<file path="src/rtl/db_pkg.sv">
package db_pkg;
    typedef enum logic [1:0] {
        ST_IDLE  = 2'd0,
        ST_HOLD  = 2'd1,
        ST_DRIVE = 2'd2
    } db_state_t;
endpackage

</file>
<file path="src/rtl/db_unit_len.sv">
module db_unit_len #(
    parameter int UNIT_W = 3
) (
    input  logic [1:0]        pre_sel,
    input  logic              half_en,
    output logic [UNIT_W-1:0] unit_o
);
    logic [UNIT_W-1:0] base;

    always_comb begin
        unique case (pre_sel)
            2'b00:   base = UNIT_W'(1);
            2'b01:   base = UNIT_W'(2);
            default: base = UNIT_W'(4);
        endcase
        if (half_en && base > UNIT_W'(1)) begin
            unit_o = base >> 1;
        end else begin
            unit_o = base;
        end
    end
endmodule

</file>
<file path="src/rtl/db_tick.sv">
module db_tick #(
    parameter int UNIT_W = 3
) (
    input  logic              clk,
    input  logic              rst,
    input  logic              run_i,
    input  logic [UNIT_W-1:0] unit_i,
    output logic              tick_o
);
    logic [UNIT_W-1:0] sub;

    always_ff @(posedge clk) begin
        if (rst || !run_i) begin
            sub <= '0;
        end else if (sub == unit_i - UNIT_W'(1)) begin
            sub <= '0;
        end else begin
            sub <= sub + UNIT_W'(1);
        end
    end

    always_comb tick_o = run_i && (sub == unit_i - UNIT_W'(1));

    AST_SUB_BOUND: assert property (@(posedge clk) disable iff (rst)
        run_i |-> (sub < unit_i));
endmodule

</file>
<file path="src/rtl/db_edge_fsm.sv">
module db_edge_fsm
    import db_pkg::*;
#(
    parameter int DLY_W  = 10,
    parameter int UNIT_W = 3
) (
    input  logic              clk,
    input  logic              rst,
    input  logic              act_i,
    input  logic [DLY_W-1:0]  dly_i,
    input  logic [UNIT_W-1:0] unit_i,
    input  logic              tick_i,
    output logic              run_o,
    output logic [UNIT_W-1:0] unit_o,
    output logic              on_o
);
    db_state_t         state, state_nxt;
    logic [DLY_W-1:0]  cnt;
    logic [UNIT_W-1:0] unit_lat;

    always_comb begin
        state_nxt = state;
        unique case (state)
            ST_IDLE: begin
                if (act_i) begin
                    state_nxt = (dly_i == '0) ? ST_DRIVE : ST_HOLD;
                end
            end
            ST_HOLD: begin
                if (!act_i) begin
                    state_nxt = ST_IDLE;
                end else if (tick_i && cnt == DLY_W'(1)) begin
                    state_nxt = ST_DRIVE;
                end
            end
            ST_DRIVE: begin
                if (!act_i) begin
                    state_nxt = ST_IDLE;
                end
            end
            default: state_nxt = ST_IDLE;
        endcase
    end

    always_ff @(posedge clk) begin
        if (rst) begin
            state <= ST_IDLE;
        end else begin
            state <= state_nxt;
        end
    end

    always_ff @(posedge clk) begin
        if (rst) begin
            cnt      <= '0;
            unit_lat <= UNIT_W'(1);
        end else if (state == ST_IDLE && act_i) begin
            cnt      <= dly_i;
            unit_lat <= unit_i;
        end else if (state == ST_HOLD && tick_i) begin
            cnt <= cnt - DLY_W'(1);
        end
    end

    always_comb begin
        on_o   = (state == ST_DRIVE);
        run_o  = (state == ST_HOLD);
        unit_o = unit_lat;
    end

    AST_ZERO_PASS: assert property (@(posedge clk) disable iff (rst)
        (state == ST_IDLE && act_i && dly_i == '0) |=> on_o);
    AST_DRIVE_DROPS: assert property (@(posedge clk) disable iff (rst)
        (on_o && !act_i) |=> !on_o);
    AST_RISE_FROM_ACTIVE: assert property (@(posedge clk) disable iff (rst)
        $rose(on_o) |-> $past(act_i));
    AST_LATCH_KEPT: assert property (@(posedge clk) disable iff (rst)
        (run_o && act_i) |=> $stable(unit_o));
    AST_COUNT_KEPT: assert property (@(posedge clk) disable iff (rst)
        (run_o && act_i && !tick_i) |=> $stable(cnt));
endmodule

</file>
<file path="src/rtl/deadband_gen.sv">
module deadband_gen #(
    parameter int DLY_W   = 10,
    parameter int MAX_DIV = 4
) (
    input  logic             clk,
    input  logic             rst,
    input  logic             pwm_in,
    input  logic [DLY_W-1:0] rise_dly,
    input  logic [DLY_W-1:0] fall_dly,
    input  logic [1:0]       pre_sel,
    input  logic             half_en,
    output logic             out_hi,
    output logic             out_lo
);
    localparam int UNIT_W = $clog2(MAX_DIV + 1);
    localparam int N_CH   = 2;

    logic [UNIT_W-1:0] unit_now;
    logic [N_CH-1:0]   act;
    logic [DLY_W-1:0]  dly [N_CH];
    logic [N_CH-1:0]   on;

    always_comb begin
        act[0] = pwm_in;
        act[1] = ~pwm_in;
        dly[0] = rise_dly;
        dly[1] = fall_dly;
    end

    db_unit_len #(.UNIT_W(UNIT_W)) u_unit (
        .pre_sel (pre_sel),
        .half_en (half_en),
        .unit_o  (unit_now)
    );

    for (genvar g = 0; g < N_CH; g++) begin : g_ch
        logic              run;
        logic              tick;
        logic [UNIT_W-1:0] unit_lat;

        db_edge_fsm #(.DLY_W(DLY_W), .UNIT_W(UNIT_W)) u_fsm (
            .clk    (clk),
            .rst    (rst),
            .act_i  (act[g]),
            .dly_i  (dly[g]),
            .unit_i (unit_now),
            .tick_i (tick),
            .run_o  (run),
            .unit_o (unit_lat),
            .on_o   (on[g])
        );

        db_tick #(.UNIT_W(UNIT_W)) u_tick (
            .clk    (clk),
            .rst    (rst),
            .run_i  (run),
            .unit_i (unit_lat),
            .tick_o (tick)
        );
    end

    always_comb begin
        out_hi = on[0];
        out_lo = on[1];
    end

    AST_NO_OVERLAP: assert property (@(posedge clk) disable iff (rst)
        !(out_hi && out_lo));
    AST_LO_FROM_LOW: assert property (@(posedge clk) disable iff (rst)
        $rose(out_lo) |-> !$past(pwm_in));
    AST_RESET_OFF: assert property (@(posedge clk)
        rst |=> (!out_hi && !out_lo));
endmodule

</file>
<file path="config.mk">
export PLATFORM = sky130hd
export DESIGN_NAME = deadband_gen
export DESIGN_NICKNAME = d
export VERILOG_FILES = /design/src/rtl/db_pkg.sv /design/src/rtl/db_unit_len.sv /design/src/rtl/db_tick.sv /design/src/rtl/db_edge_fsm.sv /design/src/rtl/deadband_gen.sv
export SDC_FILE = /design/constraint.sdc
export NUM_CORES = 1
export LEC_CHECK = 0
export BUFFER_PORTS_ARGS = -buffer_cell sky130_fd_sc_hd__buf_2
export CAP_MARGIN = 20
export CORE_UTILIZATION = 35
export CTS_CLUSTER_SIZE = 8
export DETAILED_ROUTE_END_ITERATION = 16
export PLACE_DENSITY = 0.61
export SLEW_MARGIN = 20
export SYNTH_ARGS = -nofsm -noshare
export SYNTH_HDL_FRONTEND = slang
export SYNTH_HIERARCHICAL = 1
export SYNTH_SLANG_ARGS = --single-unit
</file>
<file path="constraint.sdc">
create_clock -name clk -period 2.4 [get_ports clk]
set_input_delay 0.24 -clock clk [delete_from_list [all_inputs] [get_ports clk]]
set_output_delay 0.24 -clock clk [all_outputs]
set_load 0.01 [all_outputs]
</file>
Yosys cells after proc, flatten, opt, wreduce, memory -nomap -nowiden --
Index checks and enable logic that the tools add are counted.
Storage, ports and cells: input port bits 26, output and inout bits 2, logic and storage cells 73, register bits after elaboration 36
Operators by class: reduce and logical (&&, ||, !) cells 24, $add $sub $neg 6, $lt $le $gt $ge 1, equality and inequality tests 15, bitwise operators 1, multiplexer cells 18
Operators with widths (count):
- 2-to-1 mux 10 bit | 4
- equality test 10 x 1 -> 1 bit, second input constant | 2
- logical NOT 10 bit | 2
- 2-to-1 mux 2 bit | 10
- subtractor 10 x 1 -> 10 bit, second input constant | 2
- case mux 2 bit (3 select lines) | 2
- logical AND 1 bit | 9
- != test 2 bit, second input constant | 4
- adder 3 x 1 -> 3 bit, second input constant | 2
- equality test 2 x 1 -> 1 bit, second input constant | 3
- equality test 3 bit | 2
- logical NOT 2 bit | 3
- != test 3 bit, second input constant | 2
- case mux 3 bit (2 select lines) | 1
- AND reduction 3 bit | 2
- subtractor 3 x 1 -> 3 bit, second input constant | 2
- equality test 2 bit, second input constant | 2
- nonzero test 2 bit | 2
- OR reduction 2 bit | 2
- greater-than comparator 3 x 1 -> 1 bit, second input constant | 1
- 2-to-1 mux 3 bit | 1
- logical NOT 1 bit | 2
- logical OR 1 bit | 2
- NOT 1 bit | 1

Logic depth before layout (Yosys ltp) --
word-level depth 7, mapped depth 10, mapped depth without buffers 9

Cells and area by module --
The synthesis kept the hierarchy.
Modules (own cells, without submodules):
- db_edge_fsm | area an instance 797.0 um2, instances 2, cells an instance 100
- db_tick | area an instance 216.5 um2, instances 2, cells an instance 22
- db_unit_len | area an instance 27.5 um2, instances 1, cells an instance 5
- deadband_gen | area an instance 3.8 um2, instances 1, cells an instance 1

Worst setup path after synthesis --
OpenSTA, ideal clock, no wires.
path type flip-flop to flip-flop, start reg g_ch[0].u_fsm.unit_lat[0], end reg g_ch[0].u_fsm.cnt[8], buffers on the path 1, data arrival time 2195 ps, setup time 74 ps, stages on the path, launching flop included 11, setup slack 130 ps, path through dfxtp_1 > inv_1 > ha_1 > xor3_1 > nor3_2 > and2_1 > and3b_1 > buf_2 > nand3_2 > or3_1 > a31oi_1
On the way: longest elaborated chain between the ends 5
Ends and longest elaborated chain:
- start, declared | RTL line db_edge_fsm.sv:19 | logic [UNIT_W-1:0] unit_lat;
- start signal, assigned | RTL line db_edge_fsm.sv:59 | unit_lat <= unit_i;
- subtractor 3 x 1 -> 3 bit | RTL line db_tick.sv:22 | always_comb tick_o = run_i && (sub == unit_i - UNIT_W'(1));
- equality test 3 bit | RTL line db_tick.sv:22
- logical AND 1 bit | RTL line db_tick.sv:22
- via g_ch[0].tick | RTL line deadband_gen.sv:38 | logic tick;
- logical AND 1 bit | RTL line db_edge_fsm.sv:60 | end else if (state == ST_HOLD && tick_i) begin
- nonzero test 2 bit (no source line)
- end signal, assigned | RTL line db_edge_fsm.sv:58 | cnt <= dly_i;
- end signal, assigned | RTL line db_edge_fsm.sv:61 | cnt <= cnt - DLY_W'(1);
- end, declared | RTL line db_edge_fsm.sv:18 | logic [DLY_W-1:0] cnt;
The timed path passes the listed nets, and every way through them passes these cells. A chain may end at the register's enable or synchronous reset.

Worst setup path in the final report --
Same ends and word-level chain as after synthesis.

==> run metrics <==
vias in the first global route 1695; CTS Hold Bufs 0; CTS tree yes; final slew viol count 0; RSZ-0062 raised after global routing false; status finished clean; antenna viol nets, final 0; number of max-cap violations 0; total CTS buffers 5; overall power 1400 uW; PD cells 576 mW/mm^2; fin nets 317; GRT Util Overall 16.3%; drc violations 0; crit path kind reg2reg; clk_skew 4.46 ps; vias per cell 5.29; antenna violations before repair 0; FF+latch count, synth 36; Tcrit/Tclk final 95.4%; fillers 578; static leakage 0.000936 uW; DR top layer met4; syn_nets 284; Clock Sink Count 36; Final TNS setup 0 ps; register area 722 um^2; Cells after Synth 250; die area 0.00619 mm^2; pre-CTS setup slack 8.00 ps; layout cells sized above 1 20.8%; hold slack 218 ps; share of the yosys chip area belonging to registers 35.0%; first-pass GRT wire length 7980 um; setup ws final 111 ps; htree depth 2; met2 routed WL 2080 um; post-synth cell types 39; drt wl/cell 13.0 um; Final Hold Viols 0; commonest non-fill, non-tap cells in the layout 35 x dfxtp_1, 27 x nand2_1, 27 x buf_2; most common cell after layout, fill and taps aside dfxtp_1; core area 0.00557 mm^2; CP Capture Type flip-flop; gr ovfl total 0; starting density of the core 36.9%; clk slew on worst S/H paths 70 ps; Post-DP HPWL 3410 um; Iteration-0 DRC Markers 71; Worst-Margin Slew 531 ps; minimum clock period 2290 ps; M1 WL 2370 um; Die Y 78.7 um; final std cells w/o fill 355; syn_area_per_cell 8.23 um^2; Worst EP arrival 2500 ps; multi-input logic area 0.00126 mm^2; area grow syn2layout 17.9%; Slew HR 64.6%; Setup-failing EPs final 0; First-pass DRT Iterations 4; largest net degree at the start of global routing 31; IO Pins 28; Tightest Hold Check Type in2reg; count of input and output buffers 27; final wirelength 4630 um; CTS Root Cell clkbuf_8; Max Buffers Root-to-Sink 2; placed cell count 347; Synth Warn # 6; Die W 78.7 um; Ant. Diodes 0; Max VDD drop 0.212 mV; WP data required 2610 ps; CP startpoint kind flip-flop; peak fanout along the critical path 5; Highest Clock Rate 437 MHz; GPL Wtd Cong 0.816; met3 wire len 110 um; synthesized area 0.00206 mm^2; via count 1879; clk_lat worst skew 280 ps; row cnt 27
final cells by class:
cell class	count	share of cell area [%]
flip-flops and latches	36	29.8
inverters	15	2.32
repair buffers	36	8.35
multi-input cells	189	51.9
clock buffers	7	3.97
well taps	72	3.71
path summary, 6_finish.rpt:
kind | startpoint | endpoint | slack, ps | cells past startpoint
worst max-delay path | g_ch[0].u_fsm/unit_o[0]$_SDFFE_PP1P_ | g_ch[0].u_fsm/cnt[8]$_SDFFE_PP0P_ | 110 | 9
worst min-delay path | rise_dly[9] | g_ch[0].u_fsm/cnt[9]$_SDFFE_PP0P_ | 220 | 3
worst max register to register | g_ch[0].u_fsm/unit_o[0]$_SDFFE_PP1P_ | g_ch[0].u_fsm/cnt[8]$_SDFFE_PP0P_ | 110 | 9
worst min register to register | g_ch[1].u_fsm/unit_o[1]$_SDFFE_PP0P_ | g_ch[1].u_fsm/unit_o[1]$_SDFFE_PP0P_ | 460 | 2
state kept, by name (all words and copies together), names as in the netlist:
name,count
g_ch.u_fsm/cnt,20
g_ch.u_fsm/state,4
g_ch.u_fsm/unit_o,6
g_ch.u_tick/sub,6
critical path, cell delays in order (launching register included):
cell and delay (ps):
dfxtp_1 360, inv_1 60, ha_2 210, xor3_1 360, nor3_2 140, and2_4 180, and3b_2 240, nand3_2 150
or3_1 380, a31oi_1 150
kinds of logic (layout without fill, tap and decap cells):
logic type / Yosys count / in the layout / share of synthesized area [%]
and+or+nand+nor: 114 / 114 / 30.6
buffers and inverters: 25 / 58 / 4.80
adders and majority gates: 8 / 8 / 4.86
DFF: 36 / 36 / 35.0
xor gates and xnor gates: 10 / 10 / 5.71
AOI/OAI and AO/OA: 57 / 57 / 19.0
timing repair:
| item | in CTS | in global routing |
|---|---|---|
| gates resized for setup | 2 | 6 |
| endpoints found under the setup margin | 1 | 11 |
| setup buffers | 0 | 1 |
| pin swaps | 0 | 2 |
through the flow:
step / instance area [um^2] / utilization (%)
2_1_floorplan: 2060 / -
3_3_place_gp: 2300 / 41.3
3_5_place_dp: 2300 / 41.3
4_1_cts: 2400 / 43.1
5_1_grt: 2430 / 43.5
6_report: 2430 / 43.5
cell usage after synthesis, drive strengths merged:
master / count / area [um^2]
a21o: 2 / 15.0
clkbuf: 6 / 22.5
a31oi: 12 / 75.1
a21oi: 14 / 70.1
or2: 2 / 17.5
and2: 2 / 12.5
inv: 15 / 56.3
a211oi: 2 / 15.0
o22ai: 2 / 12.5
ha: 8 / 100
nor2b: 6 / 37.5
nand2: 27 / 101
nand2b: 7 / 43.8
and3b: 2 / 17.5
a2111oi: 2 / 17.5
buf: 4 / 20.0
nand3: 8 / 50.1
dfxtp: 36 / 721
o32a: 2 / 20.0
xnor2: 6 / 52.6
nor3: 8 / 50.1
o211ai: 8 / 60.1
o2bb2a: 2 / 20.0
nand3b: 4 / 30.0
nor2: 20 / 75.1
o21ai: 3 / 15.0
xor2: 2 / 17.5
or3: 8 / 60.1
or3b: 2 / 17.5
o311ai: 6 / 52.6
a221oi: 2 / 17.5
nor3b: 4 / 30.0
xor3: 2 / 47.6
nand4: 4 / 25.0
nor4: 10 / 62.6
routing by layer:
layer	up-vias	global-route usage [%]
met5	-	0
met2	36	24.0
li1	978	-
met3	5	2.79
met4	0	6.11
met1	860	23.5
report_power, final:
part	internal (uW)	leakage (uW)	total [uW]	switching (uW)
clock	256	0.0000503	473	217
sequential	631	0.000295	668	36.6
combinational	124	0.000590	256	132
total	1010	0.000936	1400	386
Power figures use the tool's default switching activity.
